[src/rtl/rt_counter_pkg.sv]
package rt_counter_pkg;

  localparam int unsigned ADDR_W = 6;
  localparam int unsigned SEL_W  = 4;

  // word index = byte address >> 2
  typedef enum logic [3:0] {
    IDX_CTRL  = 4'd0,
    IDX_VALUE = 4'd1,
    IDX_TOP   = 4'd2,
    IDX_IEN   = 4'd4,
    IDX_IDIS  = 4'd5,
    IDX_IMASK = 4'd6,
    IDX_ISTAT = 4'd7,
    IDX_ICLR  = 4'd8
  } reg_idx_e;

  localparam int unsigned CTL_RUN     = 0;
  localparam int unsigned CTL_PCLR    = 1;
  localparam int unsigned CTL_MATCH   = 2;
  localparam int unsigned CTL_SEL_LSB = 8;

  typedef struct packed {
    logic [SEL_W-1:0] sel;
    logic             match_en;
    logic             run;
  } ctrl_t;

endpackage

[src/rtl/rt_counter_prescaler.sv]
module rt_counter_prescaler #(
  parameter int unsigned SEL_W = 4,
  parameter int unsigned PSC_W = 16
) (
  input  logic             clk_i,
  input  logic             rst_ni,
  input  logic             run_i,
  input  logic             clr_i,
  input  logic             ref_i,
  input  logic [SEL_W-1:0] sel_i,
  output logic             tick_o
);

  logic [PSC_W-1:0] psc_q;
  logic [PSC_W-1:0] mask;

  // mask keeps the low sel+1 bits
  for (genvar i = 0; i < PSC_W; i++) begin : g_mask
    assign mask[i] = (sel_i >= SEL_W'(i));
  end

  always_ff @(posedge clk_i or negedge rst_ni) begin
    if (!rst_ni)             psc_q <= '0;
    else if (clr_i)          psc_q <= '0;
    else if (run_i && ref_i) psc_q <= psc_q + 1'b1;
  end

  assign tick_o = run_i && ref_i && !clr_i && ((psc_q & mask) == mask);

endmodule

[src/rtl/rt_counter_core.sv]
module rt_counter_core #(
  parameter int unsigned CNT_W = 32
) (
  input  logic             clk_i,
  input  logic             rst_ni,
  input  logic             tick_i,
  input  logic             match_en_i,
  input  logic [CNT_W-1:0] top_i,
  input  logic             load_i,
  input  logic [CNT_W-1:0] load_val_i,
  output logic [CNT_W-1:0] cnt_o,
  output logic             hit_o
);

  logic [CNT_W-1:0] cnt_q;
  logic [CNT_W-1:0] cnt_nxt;

  assign cnt_nxt = (match_en_i && (cnt_q == top_i)) ? '0 : cnt_q + 1'b1;

  always_ff @(posedge clk_i or negedge rst_ni) begin
    if (!rst_ni)     cnt_q <= '0;
    else if (load_i) cnt_q <= load_val_i;
    else if (tick_i) cnt_q <= cnt_nxt;
  end

  assign hit_o = tick_i && !load_i && match_en_i && (cnt_nxt == top_i);
  assign cnt_o = cnt_q;

endmodule

[src/rtl/rt_counter_irq.sv]
module rt_counter_irq (
  input  logic clk_i,
  input  logic rst_ni,
  input  logic hit_i,
  input  logic mask_set_i,
  input  logic mask_clr_i,
  input  logic stat_clr_i,
  output logic mask_o,
  output logic stat_o,
  output logic irq_o
);

  logic mask_q, stat_q;

  always_ff @(posedge clk_i or negedge rst_ni) begin
    if (!rst_ni)         mask_q <= 1'b0;
    else if (mask_set_i) mask_q <= 1'b1;
    else if (mask_clr_i) mask_q <= 1'b0;
  end

  always_ff @(posedge clk_i or negedge rst_ni) begin
    if (!rst_ni)         stat_q <= 1'b0;
    else if (hit_i)      stat_q <= 1'b1;
    else if (stat_clr_i) stat_q <= 1'b0;
  end

  assign mask_o = mask_q;
  assign stat_o = stat_q;
  assign irq_o  = stat_q & mask_q;

endmodule

[src/rtl/rt_counter.sv]
module rt_counter
  import rt_counter_pkg::*;
#(
  parameter int unsigned DATA_W = 32
) (
  input  logic              clk_i,
  input  logic              rst_ni,
  input  logic              ref_tick_i,
  input  logic              bus_sel_i,
  input  logic              bus_wr_i,
  input  logic [ADDR_W-1:0] bus_addr_i,
  input  logic [DATA_W-1:0] bus_wdata_i,
  output logic [DATA_W-1:0] bus_rdata_o,
  output logic              irq_o
);

  localparam int unsigned CNT_W = DATA_W;
  localparam int unsigned PSC_W = 1 << SEL_W;

  ctrl_t            ctrl_q;
  logic [CNT_W-1:0] top_q;
  logic [CNT_W-1:0] cnt_w;
  logic             tick_w, hit_w, imask_w, istat_w;
  logic [3:0]       idx;
  logic             wr_en;
  logic             wr_ctrl, wr_val, wr_top, wr_ien, wr_idis, wr_iclr, pclr;
  logic             unused_addr;

  assign idx         = bus_addr_i[ADDR_W-1:2];
  assign unused_addr = ^bus_addr_i[1:0];
  assign wr_en       = bus_sel_i && bus_wr_i;
  assign wr_ctrl     = wr_en && (idx == IDX_CTRL);
  assign wr_val      = wr_en && (idx == IDX_VALUE);
  assign wr_top      = wr_en && (idx == IDX_TOP);
  assign wr_ien      = wr_en && (idx == IDX_IEN)  && bus_wdata_i[0];
  assign wr_idis     = wr_en && (idx == IDX_IDIS) && bus_wdata_i[0];
  assign wr_iclr     = wr_en && (idx == IDX_ICLR) && bus_wdata_i[0];
  assign pclr        = wr_ctrl && bus_wdata_i[CTL_PCLR];

  always_ff @(posedge clk_i or negedge rst_ni) begin
    if (!rst_ni) begin
      ctrl_q <= '0;
    end else if (wr_ctrl) begin
      ctrl_q.run      <= bus_wdata_i[CTL_RUN];
      ctrl_q.match_en <= bus_wdata_i[CTL_MATCH];
      ctrl_q.sel      <= bus_wdata_i[CTL_SEL_LSB +: SEL_W];
    end
  end

  always_ff @(posedge clk_i or negedge rst_ni) begin
    if (!rst_ni)     top_q <= '0;
    else if (wr_top) top_q <= bus_wdata_i;
  end

  rt_counter_prescaler #(.SEL_W(SEL_W), .PSC_W(PSC_W)) u_psc (
    .clk_i  (clk_i),
    .rst_ni (rst_ni),
    .run_i  (ctrl_q.run),
    .clr_i  (pclr),
    .ref_i  (ref_tick_i),
    .sel_i  (ctrl_q.sel),
    .tick_o (tick_w)
  );

  rt_counter_core #(.CNT_W(CNT_W)) u_core (
    .clk_i      (clk_i),
    .rst_ni     (rst_ni),
    .tick_i     (tick_w),
    .match_en_i (ctrl_q.match_en),
    .top_i      (top_q),
    .load_i     (wr_val),
    .load_val_i (bus_wdata_i),
    .cnt_o      (cnt_w),
    .hit_o      (hit_w)
  );

  rt_counter_irq u_irq (
    .clk_i      (clk_i),
    .rst_ni     (rst_ni),
    .hit_i      (hit_w),
    .mask_set_i (wr_ien),
    .mask_clr_i (wr_idis),
    .stat_clr_i (wr_iclr),
    .mask_o     (imask_w),
    .stat_o     (istat_w),
    .irq_o      (irq_o)
  );

  always_comb begin
    bus_rdata_o = '0;
    case (idx)
      IDX_CTRL: begin
        bus_rdata_o[CTL_RUN]                  = ctrl_q.run;
        bus_rdata_o[CTL_MATCH]                = ctrl_q.match_en;
        bus_rdata_o[CTL_SEL_LSB +: SEL_W]     = ctrl_q.sel;
      end
      IDX_VALUE: bus_rdata_o    = cnt_w;
      IDX_TOP:   bus_rdata_o    = top_q;
      IDX_IMASK: bus_rdata_o[0] = imask_w;
      IDX_ISTAT: bus_rdata_o[0] = istat_w;
      default:   bus_rdata_o    = '0;
    endcase
  end

endmodule

[config.mk]
export PLATFORM = sky130hd
export DESIGN_NAME = rt_counter
export DESIGN_NICKNAME = d
export VERILOG_FILES = /design/src/rtl/rt_counter_pkg.sv /design/src/rtl/rt_counter_prescaler.sv /design/src/rtl/rt_counter_core.sv /design/src/rtl/rt_counter_irq.sv /design/src/rtl/rt_counter.sv
export SDC_FILE = /design/constraint.sdc
export NUM_CORES = 1
export LEC_CHECK = 0
export BUFFER_PORTS_ARGS = -buffer_cell sky130_fd_sc_hd__clkbuf_2
export CORE_MARGIN = 10
export CORE_UTILIZATION = 30
export CTS_BUF_LIST = sky130_fd_sc_hd__clkbuf_16
export CTS_CLUSTER_DIAMETER = 80
export DETAILED_ROUTE_END_ITERATION = 10
export PLACE_DENSITY = 0.57
export SLEW_MARGIN = 10
export SYNTH_ARGS = -nofsm -noshare
export SYNTH_HDL_FRONTEND = slang
export SYNTH_SLANG_ARGS = --single-unit
[constraint.sdc]
create_clock -name clk_i -period 2.7 [get_ports clk_i]
set_input_delay 0.405 -clock clk_i [delete_from_list [all_inputs] [get_ports clk_i]]
set_output_delay 0.405 -clock clk_i [all_outputs]
set_load 0.02 [all_outputs]
==> flow_summary_export.csv <==
group,metric,value,unit
status,violations,"negative setup slack",
worst_setup_path,r2r_cells,10,
worst_setup_path,path_max_fanout,4,
global_route,grt_max_degree,47,
floorplan,initial_core_util,30.6,%
clock_network,clkLatencyLatePin,0.36,ns
global_route,track_usage,18.5,%
power_and_ir_drop,powerDensity,675,mW/mm2
timing,finalSetupTns,-0.185,ns
synthesis,synth_cell_type_count,80,
power_and_ir_drop,ir_drop,355,uV
synthesis,yosys.area.top_type,"dfrtp_1",
power_and_ir_drop,pwr-share-seq,30.5,%
clock_network,cts_tree,"done",
timing,finClkSkew,0.00996,ns
finish,drive_above_1_share,42.4,%
global_route,grt_pass1_wl,41300,um
synthesis,synth_seq_cells,88,
route,wirelength,27100,um
finish,diodes,0,
clock_network,clockBufferDepth,2,
clock_network,clk_pin_slew,0.07,ns
power_and_ir_drop,power.total,6.51,mW
worst_setup_path,r2r_start,"u_core.cnt_o[17]",
synthesis,syn_inst,777,
worst_setup_path,crit_top_cell,"or4_4",
floorplan,die-area,0.0288,mm2
route,wl_per_cell,20.8,um
power_and_ir_drop,p_sw_share,39.3,%
worst_setup_path,regToRegEndpoint,"u_irq.stat_o",
route,ant_nets,0,
worst_setup_path,slowest_stage,"or4_4",
route,num_vias,7092,
floorplan,dieHeight,170,um
timing,rsz0062_at_grt,"true",
clock_network,cts_made_buffers,9,
synthesis,yosysSeqAreaShare,32.7,%
worst_setup_path,crit_type,"flop to flop",
place,place_hpwl,21000,um
worst_setup_path,max_stage_delay,0.54,ns
synthesis,synth_edf_count,0,
synthesis,syn_area,0.00673,mm2
power_and_ir_drop,p_sw,2.56,mW
worst_setup_path,reg2reg_slack,-0.15,ns
route,drt-initial-drc-count,598,
timing,max_freq,351,MHz
worst_setup_path,arrival,3.11,ns
synthesis,synth.net_count,822,
route,via_per_inst,5.45,
global_route,first_global_vias,6820,
worst_setup_path,cp-end-kind,"flop",
hold_path,holdCritPathClass,"primary input to asynchronous set/reset pin",
place,place.port_buffers,73,
power_and_ir_drop,clockPowerShare,20.1,%
status,status,"finished, violations left",
global_route,antenna_found_initial,0,
synthesis,async_flop_share,100,%
place,pre_cts_ws,-0.252,ns
finish,syn_to_final_growth,43.4,%
power_and_ir_drop,p_comb_share,49.4,%
timing,final-setup-viol-count,2,
route,drt-pass1-iter-count,5,
worst_setup_path,cp_cell_sequence,"xnor2_1 -> buf_4 -> nand4_1 -> or4_4 -> nor3_4 -> buf_6 -> or3_4 -> nand3_2 -> or4_4 -> o31ai_2",
power_and_ir_drop,leakage,4.16,nW
synthesis,syn_avg_cell_area,8.66,um2
floorplan,fp.coreArea,0.0220,mm2
timing,hold_viol_final,0,
floorplan,rows,54,
clock_network,clock_tree.root_cell,"clkbuf_16",
timing,min_period,2.85,ns
finish,nNetsFinal,1062,
clock_network,cts.sinks,88,
clock_network,h-tree-depth,3,
synthesis,synth_top_area_share,32.7,%
synthesis,ys_warn_count,0,
floorplan,io_pins,76,
power_and_ir_drop,internal-power,3.95,mW
timing,slew_viol_final,0,
global_route,overflow,0,
synthesis,synth.area.top_cells,"dfrtp_1 33%, mux2_2 5.0%, nor2_1 5.0%, xnor2_1 4.9%, o21ai_0 4.2%",
worst_setup_path,startpoint_type,"flop",
timing,max_slew_margin,40.0,%
floorplan,die_w,170,um
finish,fillCellCount,2107,
synthesis,ys.flop_type,"dfrtp_1",
timing,post-route-period-util,105,%
timing,setup_slack,-0.146,ns
worst_setup_path,required,2.96,ns
place,gp_congestion,0.976,
clock_network,ctsHoldBuffers,0,
job,drv_cap,0,
route,remaining_drc_errors,0,
timing,worst_slew_pin_slew,0.888,ns
[cell usage in the layout (no fill, tap or decap), types with 5 or more instances in the layout]
cell	netlist	final
buf_4	11	202
nor2_1	89	84
dfrtp_1	88	79
clkbuf_2	2	72
nand2_1	56	55
o21ai_0	56	39
xor2_1	31	30
xnor2_1	38	30
mux2_2	30	29
a22o_1	28	28
nand3_1	25	20
nand4_1	19	19
a21oi_1	22	18
inv_1	16	16
o21a_1	15	15
a31oi_1	15	14
nor3_1	15	14
o21ai_1	0	13
and3_1	12	10
buf_12	0	10
nor4_1	13	9
xnor2_2	2	9
clkbuf_16	0	9
dfrtp_2	0	9
mux2i_1	7	7
nand3_2	2	6
nor4_2	3	6
or3_1	8	6
nand3b_1	6	6
o311ai_1	0	6
o22ai_1	6	6
buf_6	2	6
o2111ai_1	5	5
o311ai_2	0	5
and2_0	5	5
[what timing repair did]
| item | CTS | global route |
|---|---|---|
| resized for setup | 33 | 80 |
| setup endpoints to repair | 20 | 24 |
| pin swaps | 13 | 31 |
| buffers inserted | 11 | 12 |
[worst max-delay path: cells and delay by family, from the launching register on]
family	cells	cell delay, ns
buf+inv	2	0.33
flops	1	0.40
compound gates	1	0.17
simple gates	6	1.62
xor+xnor	1	0.21
[worst max-delay path by stage]
stage / startpoint / end / slack (ns)
floorplan: u_core.cnt_o[1] / u_irq.stat_o / 0.01
global placement: u_core.cnt_o[0] / u_irq.stat_o / -0.23
detailed placement: u_core.cnt_o[0] / u_irq.stat_o / -0.25
CTS: u_core.cnt_o[0] / u_irq.stat_o / -0.15
global route: u_core.cnt_o[1] / u_irq.stat_o / -0.24
finish: u_core.cnt_o[17] / u_irq.stat_o / -0.15
[state kept, by name (all words and copies together) (netlist names)]
signal and cells:
ctrl_q 6, top_q 32, u_core.cnt_o 32, u_irq.mask_o 1
u_irq.stat_o 1, u_psc.psc_q 16
[layer usage]
metal  GRT usage [%]  wire length, um  vias to the layer above
met5               0                0                        -
met4            6.33              660                        0
met3            3.40             2090                       34
met2            27.1            11800                      264
met1            26.6            12600                     3454
li1                -                -                     3340
[layout make-up]
cell class | instances | area (um2) | share of cell area, %
multi-input cells | 610 | 4540 | 47.1
flip-flops and latches | 88 | 2210 | 22.9
repair buffers | 292 | 2170 | 22.5
well taps | 280 | 350 | 3.63
clock buffers | 9 | 225 | 2.33
clock inverters | 7 | 80.1 | 0.830
inverters | 16 | 60.1 | 0.623
[power by group through the flow]
| stage | logic [mW] | registers [mW] | clock network (mW) |
|---|---|---|---|
| after floorplan | 1.57 | 1.85 | 0 |
| after global placement | 2.82 | 1.98 | 0 |
| after detailed placement | 2.82 | 1.99 | 0 |
| after CTS | 2.98 | 1.97 | 1.33 |
| after global routing | 3.45 | 2.03 | 1.39 |
| final | 3.22 | 1.99 | 1.31 |
[Yosys cell counts, types with 7 or more instances]
| master | n |
|---|---|
| nor2_1 | 89 |
| dfrtp_1 | 88 |
| nand2_1 | 56 |
| o21ai_0 | 56 |
| xnor2_1 | 38 |
| clkbuf_1 | 33 |
| xor2_1 | 31 |
| mux2_2 | 30 |
| a22o_1 | 28 |
| nand3_1 | 25 |
| a21oi_1 | 22 |
| nand4_1 | 19 |
| inv_1 | 16 |
| a31oi_1 | 15 |
| nor3_1 | 15 |
| o21a_1 | 15 |
| buf_2 | 14 |
| nor4_1 | 13 |
| and3_1 | 12 |
| o311ai_0 | 12 |
| buf_4 | 11 |
| or3_1 | 8 |
| mux2i_1 | 7 |
[cell families after synthesis]
kind of cell	Yosys count	synth area share, %
buffers and inverters	79	5.54
AND/OR/NAND/NOR	306	25.8
flip-flops	88	32.7
adder cells (fa/ha/maj)	2	0.372
AO/OA/AOI/OAI	193	19.8
multiplexers	38	6.29
XOR/XNOR	71	9.47
[per-stage QoR]
stage          instance area, um2  hold slack (ns)  utilization, %  instances
2_1_floorplan                6740            0.109               -        777
3_3_place_gp                 8730            0.428            39.8       1263
3_5_place_dp                 8730            0.435            39.8       1263
4_1_cts                      9250           0.0533            42.1       1290
5_1_grt                      9650           0.0674            43.9       1302
6_report                     9650           0.0310            43.9       1302
Power figures use the tool's default switching activity.
